### src/rtl/mesi_pkg.sv
package mesi_pkg;

   typedef enum logic [1:0] {
      LS_I = 2'd0,
      LS_S = 2'd1,
      LS_E = 2'd2,
      LS_M = 2'd3
   } line_st_t;

   typedef enum logic [1:0] {
      BC_NONE = 2'd0,
      BC_RD   = 2'd1,
      BC_RDX  = 2'd2,
      BC_WB   = 2'd3
   } bus_cmd_t;

   typedef enum logic [1:0] {
      RQ_IDLE   = 2'd0,
      RQ_EVICT  = 2'd1,
      RQ_FETCH  = 2'd2,
      RQ_FINISH = 2'd3
   } req_st_t;

endpackage

### src/rtl/mesi_tag_array.sv
module mesi_tag_array
   import mesi_pkg::*;
#(
   parameter int LINES  = 8,
   parameter int TAG_W  = 9,
   parameter int DATA_W = 16,
   localparam int IDX_W = $clog2(LINES)
) (
   input  logic              clk,
   input  logic              rst_n,
   // local read port
   input  logic [IDX_W-1:0]  a_idx,
   output logic [TAG_W-1:0]  a_tag,
   output line_st_t          a_st,
   output logic [DATA_W-1:0] a_data,
   // snoop read port
   input  logic [IDX_W-1:0]  b_idx,
   output logic [TAG_W-1:0]  b_tag,
   output line_st_t          b_st,
   output logic [DATA_W-1:0] b_data,
   // snoop state write, at b_idx
   input  logic              s_we,
   input  line_st_t          s_st,
   // local full write
   input  logic              l_we,
   input  logic [IDX_W-1:0]  l_idx,
   input  logic [TAG_W-1:0]  l_tag,
   input  line_st_t          l_st,
   input  logic [DATA_W-1:0] l_data
);

   logic [TAG_W-1:0]  tag_q  [LINES];
   line_st_t          st_q   [LINES];
   logic [DATA_W-1:0] data_q [LINES];

   always_ff @(posedge clk or negedge rst_n) begin
      if (!rst_n) begin
         for (int i = 0; i < LINES; i++) begin
            tag_q[i]  <= '0;
            st_q[i]   <= LS_I;
            data_q[i] <= '0;
         end
      end else begin
         for (int i = 0; i < LINES; i++) begin
            if (l_we && l_idx == IDX_W'(i)) begin
               tag_q[i]  <= l_tag;
               st_q[i]   <= l_st;
               data_q[i] <= l_data;
            end else if (s_we && b_idx == IDX_W'(i)) begin
               st_q[i] <= s_st;
            end
         end
      end
   end

   assign a_tag  = tag_q[a_idx];
   assign a_st   = st_q[a_idx];
   assign a_data = data_q[a_idx];
   assign b_tag  = tag_q[b_idx];
   assign b_st   = st_q[b_idx];
   assign b_data = data_q[b_idx];

   // the stall rule keeps the two writers off the same entry
   assert_no_port_clash_R9: assert property (@(posedge clk) disable iff (!rst_n)
      !(s_we && l_we && (b_idx == l_idx)));

   // a snoop only demotes a line
   assert_snoop_demotes_R7: assert property (@(posedge clk) disable iff (!rst_n)
      s_we |-> (s_st == LS_S || s_st == LS_I));

endmodule

### src/rtl/mesi_snoop.sv
module mesi_snoop
   import mesi_pkg::*;
#(
   parameter int ADDR_W    = 12,
   parameter int IDX_W     = 3,
   parameter int TAG_W     = 9,
   parameter int DATA_W    = 16,
   parameter bit GATE_DATA = 1'b1
) (
   input  logic              clk,
   input  logic              rst_n,
   input  logic              bus_valid,
   input  logic              bus_gnt,
   input  logic [1:0]        bus_cmd_in,
   input  logic [ADDR_W-1:0] bus_addr_in,
   input  logic              snp_prio_in,
   output logic [IDX_W-1:0]  look_idx,
   input  logic [TAG_W-1:0]  look_tag,
   input  line_st_t          look_st,
   input  logic [DATA_W-1:0] look_data,
   output logic              snp_active,
   output logic              snp_hit,
   output logic              snp_flush,
   output logic [DATA_W-1:0] snp_data,
   output logic              s_we,
   output line_st_t          s_st
);

   bus_cmd_t          cmd;
   logic [TAG_W-1:0]  bus_tag;

   assign cmd      = bus_cmd_t'(bus_cmd_in);
   assign look_idx = bus_addr_in[IDX_W-1:0];
   assign bus_tag  = bus_addr_in[ADDR_W-1:IDX_W];

   // foreign read or read-to-own only; write-backs pass unseen
   assign snp_active = bus_valid && !bus_gnt && (cmd == BC_RD || cmd == BC_RDX);
   assign snp_hit    = snp_active && (look_st != LS_I) && (look_tag == bus_tag);
   assign snp_flush  = snp_hit && !snp_prio_in;
   assign s_we       = snp_hit;
   assign s_st       = (cmd == BC_RD) ? LS_S : LS_I;

   generate
      if (GATE_DATA) begin : g_gated
         assign snp_data = snp_flush ? look_data : '0;
      end else begin : g_raw
         assign snp_data = look_data;
      end
   endgenerate

   // never answers its own transaction
   assert_no_self_snoop_R10: assert property (@(posedge clk) disable iff (!rst_n)
      (bus_valid && bus_gnt) |-> !snp_flush);

endmodule

### src/rtl/mesi_req_fsm.sv
module mesi_req_fsm
   import mesi_pkg::*;
#(
   parameter int ADDR_W = 12,
   parameter int IDX_W  = 3,
   parameter int TAG_W  = 9,
   parameter int DATA_W = 16
) (
   input  logic              clk,
   input  logic              rst_n,
   input  logic              cpu_req,
   input  logic              cpu_we,
   input  logic [ADDR_W-1:0] cpu_addr,
   input  logic [DATA_W-1:0] cpu_wdata,
   output logic              cpu_done,
   output logic [DATA_W-1:0] cpu_rdata,
   output logic              bus_req,
   output logic [1:0]        bus_cmd,
   output logic [ADDR_W-1:0] bus_addr,
   output logic [DATA_W-1:0] bus_wdata,
   input  logic              bus_gnt,
   input  logic [DATA_W-1:0] bus_data_in,
   input  logic              bus_shared_in,
   input  logic              snp_active,
   input  logic [IDX_W-1:0]  snp_idx,
   output logic [IDX_W-1:0]  a_idx,
   input  logic [TAG_W-1:0]  a_tag,
   input  line_st_t          a_st,
   input  logic [DATA_W-1:0] a_data,
   output logic              l_we,
   output logic [TAG_W-1:0]  l_tag,
   output line_st_t          l_st,
   output logic [DATA_W-1:0] l_data
);

   req_st_t          cur_q, nxt;
   logic [IDX_W-1:0] cpu_idx;
   logic [TAG_W-1:0] cpu_tag;
   logic             hit, quiet_hit, conflict;

   assign cpu_idx   = cpu_addr[IDX_W-1:0];
   assign cpu_tag   = cpu_addr[ADDR_W-1:IDX_W];
   assign a_idx     = cpu_idx;
   assign hit       = (a_st != LS_I) && (a_tag == cpu_tag);
   assign quiet_hit = hit && !(cpu_we && a_st == LS_S);
   assign conflict  = snp_active && (snp_idx == cpu_idx);

   always_ff @(posedge clk or negedge rst_n) begin
      if (!rst_n) cur_q <= RQ_IDLE;
      else        cur_q <= nxt;
   end

   always_comb begin
      nxt       = cur_q;
      cpu_done  = 1'b0;
      cpu_rdata = a_data;
      bus_req   = 1'b0;
      bus_cmd   = BC_NONE;
      bus_addr  = cpu_addr;
      bus_wdata = cpu_wdata;
      l_we      = 1'b0;
      l_tag     = cpu_tag;
      l_st      = a_st;
      l_data    = a_data;
      unique case (cur_q)
         RQ_IDLE: begin
            if (cpu_req && !conflict) begin
               if (quiet_hit) begin
                  cpu_done = 1'b1;
                  if (cpu_we) begin
                     l_we   = 1'b1;
                     l_st   = LS_M;
                     l_data = cpu_wdata;
                  end
               end else if (!hit && a_st == LS_M) begin
                  nxt = RQ_EVICT;
               end else begin
                  nxt = RQ_FETCH;
               end
            end
         end
         RQ_EVICT: begin
            if (a_st == LS_M && a_tag != cpu_tag) begin
               bus_req   = 1'b1;
               bus_cmd   = BC_WB;
               bus_addr  = {a_tag, cpu_idx};
               bus_wdata = a_data;
               if (bus_gnt) begin
                  l_we  = 1'b1;
                  l_tag = a_tag;
                  l_st  = LS_I;
                  nxt   = RQ_FETCH;
               end
            end else begin
               nxt = RQ_FETCH;
            end
         end
         RQ_FETCH: begin
            bus_req = 1'b1;
            bus_cmd = cpu_we ? BC_RDX : BC_RD;
            if (bus_gnt) begin
               l_we   = 1'b1;
               l_st   = cpu_we ? LS_M : (bus_shared_in ? LS_S : LS_E);
               l_data = cpu_we ? cpu_wdata : bus_data_in;
               nxt    = RQ_FINISH;
            end
         end
         RQ_FINISH: begin
            cpu_done = 1'b1;
            nxt      = RQ_IDLE;
         end
         default: nxt = RQ_IDLE;
      endcase
   end

   // completion follows the granted fetch by one cycle
   assert_fill_completes_R2: assert property (@(posedge clk) disable iff (!rst_n)
      (cur_q == RQ_FETCH && bus_gnt) |=> cpu_done);

endmodule

### src/rtl/mesi_line_ctrl.sv
module mesi_line_ctrl
   import mesi_pkg::*;
#(
   parameter int ADDR_W        = 12,
   parameter int DATA_W        = 16,
   parameter int LINES         = 8,
   parameter bit GATE_SNP_DATA = 1'b1,
   localparam int IDX_W        = $clog2(LINES),
   localparam int TAG_W        = ADDR_W - IDX_W
) (
   input  logic              clk,
   input  logic              rst_n,
   input  logic              cpu_req,
   input  logic              cpu_we,
   input  logic [ADDR_W-1:0] cpu_addr,
   input  logic [DATA_W-1:0] cpu_wdata,
   output logic              cpu_done,
   output logic [DATA_W-1:0] cpu_rdata,
   output logic              bus_req,
   output logic [1:0]        bus_cmd,
   output logic [ADDR_W-1:0] bus_addr,
   output logic [DATA_W-1:0] bus_wdata,
   input  logic              bus_gnt,
   input  logic              bus_valid,
   input  logic [1:0]        bus_cmd_in,
   input  logic [ADDR_W-1:0] bus_addr_in,
   input  logic [DATA_W-1:0] bus_data_in,
   input  logic              bus_shared_in,
   input  logic              snp_prio_in,
   output logic              snp_hit,
   output logic              snp_flush,
   output logic [DATA_W-1:0] snp_data
);

   generate
      if (LINES < 2 || (1 << IDX_W) != LINES) begin : g_bad_lines
         $error("LINES must be a power of two of at least 2");
      end
      if (ADDR_W <= IDX_W) begin : g_bad_addr
         $error("ADDR_W must exceed the index width");
      end
   endgenerate

   logic [IDX_W-1:0]  a_idx, b_idx;
   logic [TAG_W-1:0]  a_tag, b_tag, l_tag;
   line_st_t          a_st, b_st, l_st, s_st;
   logic [DATA_W-1:0] a_data, b_data, l_data;
   logic              l_we, s_we, snp_active;

   mesi_tag_array #(.LINES(LINES), .TAG_W(TAG_W), .DATA_W(DATA_W)) u_array (
      .clk(clk), .rst_n(rst_n),
      .a_idx(a_idx), .a_tag(a_tag), .a_st(a_st), .a_data(a_data),
      .b_idx(b_idx), .b_tag(b_tag), .b_st(b_st), .b_data(b_data),
      .s_we(s_we), .s_st(s_st),
      .l_we(l_we), .l_idx(a_idx), .l_tag(l_tag), .l_st(l_st), .l_data(l_data)
   );

   mesi_snoop #(.ADDR_W(ADDR_W), .IDX_W(IDX_W), .TAG_W(TAG_W), .DATA_W(DATA_W),
                .GATE_DATA(GATE_SNP_DATA)) u_snoop (
      .clk(clk), .rst_n(rst_n),
      .bus_valid(bus_valid), .bus_gnt(bus_gnt), .bus_cmd_in(bus_cmd_in),
      .bus_addr_in(bus_addr_in), .snp_prio_in(snp_prio_in),
      .look_idx(b_idx), .look_tag(b_tag), .look_st(b_st), .look_data(b_data),
      .snp_active(snp_active), .snp_hit(snp_hit), .snp_flush(snp_flush),
      .snp_data(snp_data), .s_we(s_we), .s_st(s_st)
   );

   mesi_req_fsm #(.ADDR_W(ADDR_W), .IDX_W(IDX_W), .TAG_W(TAG_W), .DATA_W(DATA_W)) u_fsm (
      .clk(clk), .rst_n(rst_n),
      .cpu_req(cpu_req), .cpu_we(cpu_we), .cpu_addr(cpu_addr), .cpu_wdata(cpu_wdata),
      .cpu_done(cpu_done), .cpu_rdata(cpu_rdata),
      .bus_req(bus_req), .bus_cmd(bus_cmd), .bus_addr(bus_addr), .bus_wdata(bus_wdata),
      .bus_gnt(bus_gnt), .bus_data_in(bus_data_in), .bus_shared_in(bus_shared_in),
      .snp_active(snp_active), .snp_idx(b_idx),
      .a_idx(a_idx), .a_tag(a_tag), .a_st(a_st), .a_data(a_data),
      .l_we(l_we), .l_tag(l_tag), .l_st(l_st), .l_data(l_data)
   );

   // a granted read-to-own leaves the requested line Modified
   assert_rdx_owns_R3: assert property (@(posedge clk) disable iff (!rst_n)
      (bus_req && bus_gnt && bus_cmd == BC_RDX) |=> (a_st == LS_M));

   // a granted write-back is followed at once by the fetch
   assert_wb_then_fetch_R5: assert property (@(posedge clk) disable iff (!rst_n)
      (bus_req && bus_gnt && bus_cmd == BC_WB) |=>
      (bus_req && (bus_cmd == BC_RD || bus_cmd == BC_RDX)));

endmodule

### config.mk
export PLATFORM = sky130hd
export DESIGN_NAME = mesi_line_ctrl
export DESIGN_NICKNAME = d
export VERILOG_FILES = /design/src/rtl/mesi_pkg.sv /design/src/rtl/mesi_tag_array.sv /design/src/rtl/mesi_snoop.sv /design/src/rtl/mesi_req_fsm.sv /design/src/rtl/mesi_line_ctrl.sv
export SDC_FILE = /design/constraint.sdc
export NUM_CORES = 1
export LEC_CHECK = 0
export ABC_AREA = 1
export BUFFER_PORTS_ARGS = -buffer_cell sky130_fd_sc_hd__buf_2
export CAP_MARGIN = 20
export CORE_MARGIN = 5
export CORE_UTILIZATION = 40
export CTS_CLUSTER_DIAMETER = 100
export DETAILED_ROUTE_END_ITERATION = 10
export PLACE_DENSITY_LB_ADDON = 0.3
export SYNTH_ARGS = -nofsm -noshare
export SYNTH_HDL_FRONTEND = slang
export SYNTH_HIERARCHICAL = 1
export SYNTH_SLANG_ARGS = --single-unit
export TNS_END_PERCENT = 100
### constraint.sdc
create_clock -name clk -period 5.86 [get_ports clk]
set_clock_uncertainty 0.15 [all_clocks]
set_input_delay 0.586 -clock clk [delete_from_list [all_inputs] [get_ports clk]]
set_output_delay 0.586 -clock clk [all_outputs]
set_load 0.1 [all_outputs]
# [After elaboration in Yosys (flattened, before gate mapping)]
# Cells that the tools add are included.
[op_classes] n_eq_ne=29 bitwise=2 div=0 n_reduce_logical=48 n_addsub=0 n_mux=79 order_cmp=2 shift=0 n_mul=0
[ops] cell="two-way mux 16 bit" count=12
[ops] cell="binary-select mux 16 bit (select 3 bit)" count=2
[ops] cell="two-way mux 2 bit" count=36
[ops] cell="two-way mux 9 bit" count=7
[ops] cell="binary-select mux 9 bit (select 3 bit)" count=2
[ops] cell="one-hot mux 16 bit (2 select lines)" count=1
[ops] cell="logical AND 1 bit" count=28
[ops] cell="== test 3 bit (second input constant)" count=8
[ops] cell="two-way mux 12 bit" count=2
[ops] cell="nonzero test 2 bit" count=10
[ops] cell="== test 9 bit" count=2
[ops] cell="binary-select mux 2 bit (select 3 bit)" count=2
[ops] cell="== test 3 x 2 -> 1 bit (second input constant)" count=4
[ops] cell="two-way mux 1 bit" count=9
[ops] cell="inequality test 9 bit" count=1
[ops] cell="== test 2 bit (second input constant)" count=4
[ops] cell="greater-or-equal comparator 4 bit (second input constant)" count=2
[ops] cell="inverter 3 -> 4 bit" count=2
[ops] cell="one-hot mux 2 bit (4 select lines)" count=1
[ops] cell="== test 2 x 1 -> 1 bit (second input constant)" count=3
[ops] cell="== test 3 x 1 -> 1 bit (second input constant)" count=2
[ops] cell="zero test 3 bit" count=2
[ops] cell="one-hot mux 2 bit (3 select lines)" count=1
[ops] cell="zero test 1 bit" count=5
[ops] cell="10 further kinds" count=12
[totals] in_bits=66 out_inout_bits=66 reg_bits=218 mem_count=0 mem_bits_ro=0 ram_bits=0 latchBits=0 elab_cells=185

# [Depth between registers and ports, before layout]
[logic_depth] depth_word=13 ltp_mapped=28 mapped_depth_nobuf=24

# [Modules after synthesis]
# The synthesis kept the hierarchy.
[modules_own_cells] mod="mesi_tag_array" instances=1 area_per_inst_um2=13314.0 cells_per_inst=2145 seq_area_each_um2=5405.2
[modules_own_cells] mod="mesi_req_fsm" instances=1 area_per_inst_um2=2040.7 cells_per_inst=416 seq_area_each_um2=50.0
[modules_own_cells] mod="mesi_snoop" instances=1 area_per_inst_um2=447.9 cells_per_inst=94 seq_area_each_um2=0.0

# [Least setup slack after synthesis]
# Ideal clock, no wire load.
[synth_path] path_kind="input-to-output" startpoint="in cpu_addr[0]" endpoint="out bus_cmd[0]" n_path_buf=4 stages=20 path_slack_ns=0.509 arrival_ns=4.615 path_cell_list="buf_4 -> buf_2 -> inv_2 -> buf_4 -> buf_2 -> nand2_1 -> nand3_1 -> nand2_1 -> nand2_1 -> nand2_1 -> inv_2 -> nand2_1 -> nand2_1 -> nor2_2 -> nand2_1 -> nor2_4 -> nand2_4 -> nand3_4 -> a21oi_1 -> o21a_1"
[synth_between] elab_chain_cells=8
[synth_rtl] item="start: declaration" line="mesi_line_ctrl.sv:15" source="input logic [ADDR_W-1:0] cpu_addr,"
[synth_rtl] item="inverter 3 -> 4 bit (not written as such)" line="mesi_tag_array.sv:56" source="assign a_tag = tag_q[a_idx];"
[synth_rtl] item="binary-select mux 9 bit (select 3 bit)" line="mesi_tag_array.sv:56"
[synth_rtl] item="two-way mux 9 bit (not written as such) (2 in series)" line="mesi_tag_array.sv:56"
[synth_rtl] item="net a_tag[8]" line="mesi_line_ctrl.sv:45" source="logic [TAG_W-1:0] a_tag, b_tag, l_tag;"
[synth_rtl] item="inequality test 9 bit" line="mesi_req_fsm.sv:83" source="if (a_st == LS_M && a_tag != cpu_tag) begin"
[synth_rtl] item="logical AND 1 bit" line="mesi_req_fsm.sv:83"
[synth_rtl] item="two-way mux 2 bit" line="mesi_req_fsm.sv:83"
[synth_rtl] item="one-hot mux 2 bit (2 select lines)" line="mesi_req_fsm.sv:65" source="unique case (cur_q)"
[synth_rtl] item="end: declaration" line="mesi_line_ctrl.sv:20" source="output logic [1:0] bus_cmd,"
# The timed path passes the listed nets, and every way through them passes these cells. The select of a mux whose other input is x is not followed.

# [Final worst setup path]
[layout_path] startpoint="in cpu_addr[1]" endpoint="out bus_addr[10]"
[layout_between] elab_chain_cells=8
[layout_rtl] item="inverter 3 -> 4 bit (not written as such)" line="mesi_tag_array.sv:57" source="assign a_st = st_q[a_idx];"
[layout_rtl] item="binary-select mux 2 bit (select 3 bit)" line="mesi_tag_array.sv:57"
[layout_rtl] item="two-way mux 2 bit (not written as such) (2 in series)" line="mesi_tag_array.sv:57"
[layout_rtl] item="net a_st[1]" line="mesi_line_ctrl.sv:46" source="line_st_t a_st, b_st, l_st, s_st;"
[layout_rtl] item="== test 2 bit" line="mesi_req_fsm.sv:83"
[layout_rtl] item="logical AND 1 bit" line="mesi_req_fsm.sv:83"
[layout_rtl] item="two-way mux 12 bit" line="mesi_req_fsm.sv:83"
[layout_rtl] item="two-way mux 12 bit" line="mesi_req_fsm.sv:65"
[layout_rtl] item="end: declaration" line="mesi_line_ctrl.sv:21" source="output logic [ADDR_W-1:0] bus_addr,"
# The timed path passes the listed nets, and every way through them passes these cells. The select of a mux whose other input is x is not followed.

==> impl_metrics.csv <==
group,metric,value,unit
power_and_ir_drop,swShare,45.3,%
timing,drv_slew,0,
route,ant_nets,0,
floorplan,rows,72,
power_and_ir_drop,power_frac_seq,35.3,%
setup_path,rr_endpoint,"u_array/st_q[7]$_DFFE_PN0P_",
place,io_buffers,131,
clock_network,clock_latency,0.55,ns
place,hpwl,32100,microns
setup_path,r2r_setup_slack,1.82,ns
clock_network,clock-sinks,218,
synth,yosysUniqueCellTypes,33,
timing,period_minus_slack,4.58,ns
setup_path,critPathMostFrequentCell,"nand2_1",
setup_path,r2r_cells,24,
place,place_congestion,0.872,
route,vias,16200,
clock_network,clkTransAtPathRegs,0.06,ns
global_routing,grt_max_degree,119,
setup_path,critPathKind,"in -> out",
synth,synth.area.top_cells,"dfrtp_1 (35%), nand2_1 (33%), inv_1 (8.2%), nand3_1 (5.4%), o21ai_1 (5.1%)",
global_routing,grt_overflow,0,
route,route.detailed.drc,0,
timing,maxSlewHeadroom,37.0,%
route,drt_iter0_markers,1571,
power_and_ir_drop,power_density,434,nW/um^2
setup_path,required,5.12,ns
route,firstDrtPassIters,6,
status,outcome,"completed",
synth,yosysTopAreaCellShare,34.5,%
clock_network,cts_setup_buffers,0,
setup_path,worst_path_max_delay_cell,"inv_2",
cells_and_area,mostFrequentLayoutCell,"nand2_1",
cells_and_area,antennaDiodeCount,0,
setup_path,startpoint,"cpu_addr[1]",
clock_network,cts_tree,"yes",
power_and_ir_drop,cell_internal_pwr,4.13,mW
setup_path,endpoint_kind,"output pin",
timing,worst_slew_pin_slew,0.944,ns
timing,setup_viol_count_final,0,
floorplan,start_util,40.7,%
global_routing,grt_usage,23.1,%
setup_path,r2r_start,"u_array/tag_q[63]$_DFFE_PN0P_",
synth,syn_area,15800,sq um
timing,setup_tns,0,ns
power_and_ir_drop,p_leak,9.96,nW
cells_and_area,drive_gt1_share,9.23,%
power_and_ir_drop,p_comb_share,42.5,%
min_path,hp-class,"in -> reg",
power_and_ir_drop,ir_drop,0.381,mV
floorplan,die_width,209,microns
setup_path,path_cells,"buf_2 > inv_2 > buf_4 > nand3_1 > nand2_1 > nand2_1 > nand2_1 > nand2_1 > inv_1 > nand3_4 > inv_2 > nand2_1 > o21ai_1 > buf_2",
route,via_per_inst,5.05,
power_and_ir_drop,switchingPower,3.42,mW
synth,synth-seq-area-share,34.5,%
synth,synthesis.nets,2726,
timing,finalCritPeriodShare,78.1,%
place,dp_slack,1.04,ns
timing,clock.fmax,218,MHz
cells_and_area,fill_cells,4067,
cells_and_area,final_nets,2748,
job,maxCapViolations,0,
floorplan,die-area,43600,sq um
clock_network,root_buffer,"clkbuf_16",
setup_path,worstSetupEndpoint,"bus_addr[10]",
floorplan,chipHeight,209,microns
clock_network,cts.path.max_buffers,3,
global_routing,grt_pass1_wl,82600,microns
clock_network,numCtsBuffers,26,
synth,postSynthAreaPerCell,5.95,sq um
setup_path,critical_path_arrival,3.84,ns
route,routed_wl,52200,microns
route,wl_per_cell,16.2,microns
setup_path,start_kind,"primary input",
setup_path,cpPeakStageDelay,0.47,ns
timing,postLayoutSetupSlackWorst,1.28,ns
cells_and_area,final_cell_mix,"nand2_1 (1377), inv_1 (344), dfrtp_1 (218)",
clock_network,htree_levels,1,
cells_and_area,area_growth,10.0,%
synth,synth_warnings,6,
setup_path,cp_max_fo,36,
synth,syn_inst,2655,
timing,grt_setup_unrepaired,"false",
power_and_ir_drop,clockPowerShare,22.2,%
timing,hold_violations,0,
synth,ys_ff_latch,218,
floorplan,io_pins,132,
floorplan,fp.coreArea,38800,sq um
global_routing,antenna_found_initial,0,
global_routing,grt_pass1_vias,15200,
synth,yosys.area.top_type,"dfrtp_1",
worst min-delay path by stage:
stage                               startpoint                         endpoint  slack [ns]  cells after the start
2_1_floorplan                            rst_n    u_array/data_q[0]$_DFFE_PN0P_        0.14                      0
3_3_place_gp   u_array/data_q[122]$_DFFE_PN0P_  u_array/data_q[122]$_DFFE_PN0P_        0.34                      2
3_5_place_dp       u_array/st_q[6]$_DFFE_PN0P_      u_array/st_q[6]$_DFFE_PN0P_        0.35                      2
4_1_cts                                  rst_n    u_array/tag_q[34]$_DFFE_PN0P_        0.09                      1
5_1_grt                            cpu_addr[3]     u_array/tag_q[0]$_DFFE_PN0P_        0.35                      5
6_report                          cpu_wdata[2]    u_array/data_q[2]$_DFFE_PN0P_        0.32                      5
power groups by stage:
stage,Sequential [mW],Clock (mW),Combinational [mW]
global placement,2.65,0,3.11
floorplan,2.54,0,2.53
detailed placement,2.66,0,3.16
global route,2.75,1.77,3.65
CTS,2.65,1.71,3.18
finish,2.66,1.67,3.21
kinds of logic (layout without fill, tap and decap cells):
logic type	count (synthesis)	after routing	share of synthesized area (%)
xor gates and xnor gates	5	5	0.277
other	1	1	0.0237
AOI/OAI and AO/OA	271	271	8.69
buffers and inverters	524	566	14.2
adders and majority gates	5	5	0.396
DFF	218	218	34.5
and+or+nand+nor	1631	1631	41.9
sequential cells by signal, summed over array words and instances (netlist names):
signal,cells
u_array/tag_q,72
u_array/st_q,16
u_fsm/cur_q,2
u_array/data_q,128
synth_stat cells, drive strengths merged:
library cell  number
clkbuf            44
nand2           1386
conb               1
ha                 5
inv              359
dfrtp            218
a21oi             17
buf              119
o21a               2
xnor2              4
or2                1
o21ai            252
nand4             10
nor2              50
and2               1
xor2               1
nand3            174
nand3b             9
clkinv             2
routing by layer:
layer,up-vias,global-route usage [%],routed length [microns]
met3,95,3.90,4860
met2,693,37.2,23200
met4,0,7.27,1410
li1,8042,-,-
met1,7411,31.7,22700
met5,-,0,0
worst max-delay path: cells and delay by family:
kind | cells | cell delay, ns
compound gates | 1 | 0.09
simple gates | 7 | 1.16
buf+inv | 6 | 1.99
per-stage QoR:
step | hold WS [ns] | instances | utilization (%) | total power, mW | instance area [sq um]
finish | 0.324 | 3215 | 44.8 | 7.55 | 17400
global route | 0.346 | 3215 | 44.8 | 8.16 | 17400
CTS | 0.0885 | 3213 | 44.7 | 7.53 | 17400
detailed placement | 0.347 | 3165 | 42.4 | 5.82 | 16500
global placement | 0.341 | 3165 | 42.4 | 5.76 | 16500
floorplan | 0.140 | 2655 | - | 5.07 | 15800
what timing repair did:
| item | 4_1_cts | 5_1_grt |
|---|---|---|
| hold buffers | 0 | 1 |
| hold endpoints to repair | 0 | 40 |
| gates resized for setup | 0 | 0 |
cell type report:
cell class	instances	area (sq um)	area share [%]
sequential	218	5460	31.4
inverter	361	1360	7.82
tap	518	648	3.73
clock buffer	36	729	4.19
clock inverter	12	144	0.827
multi-input combinational	1913	8100	46.6
timing repair buffer	157	950	5.46
(Power assumes the default switching activity.)
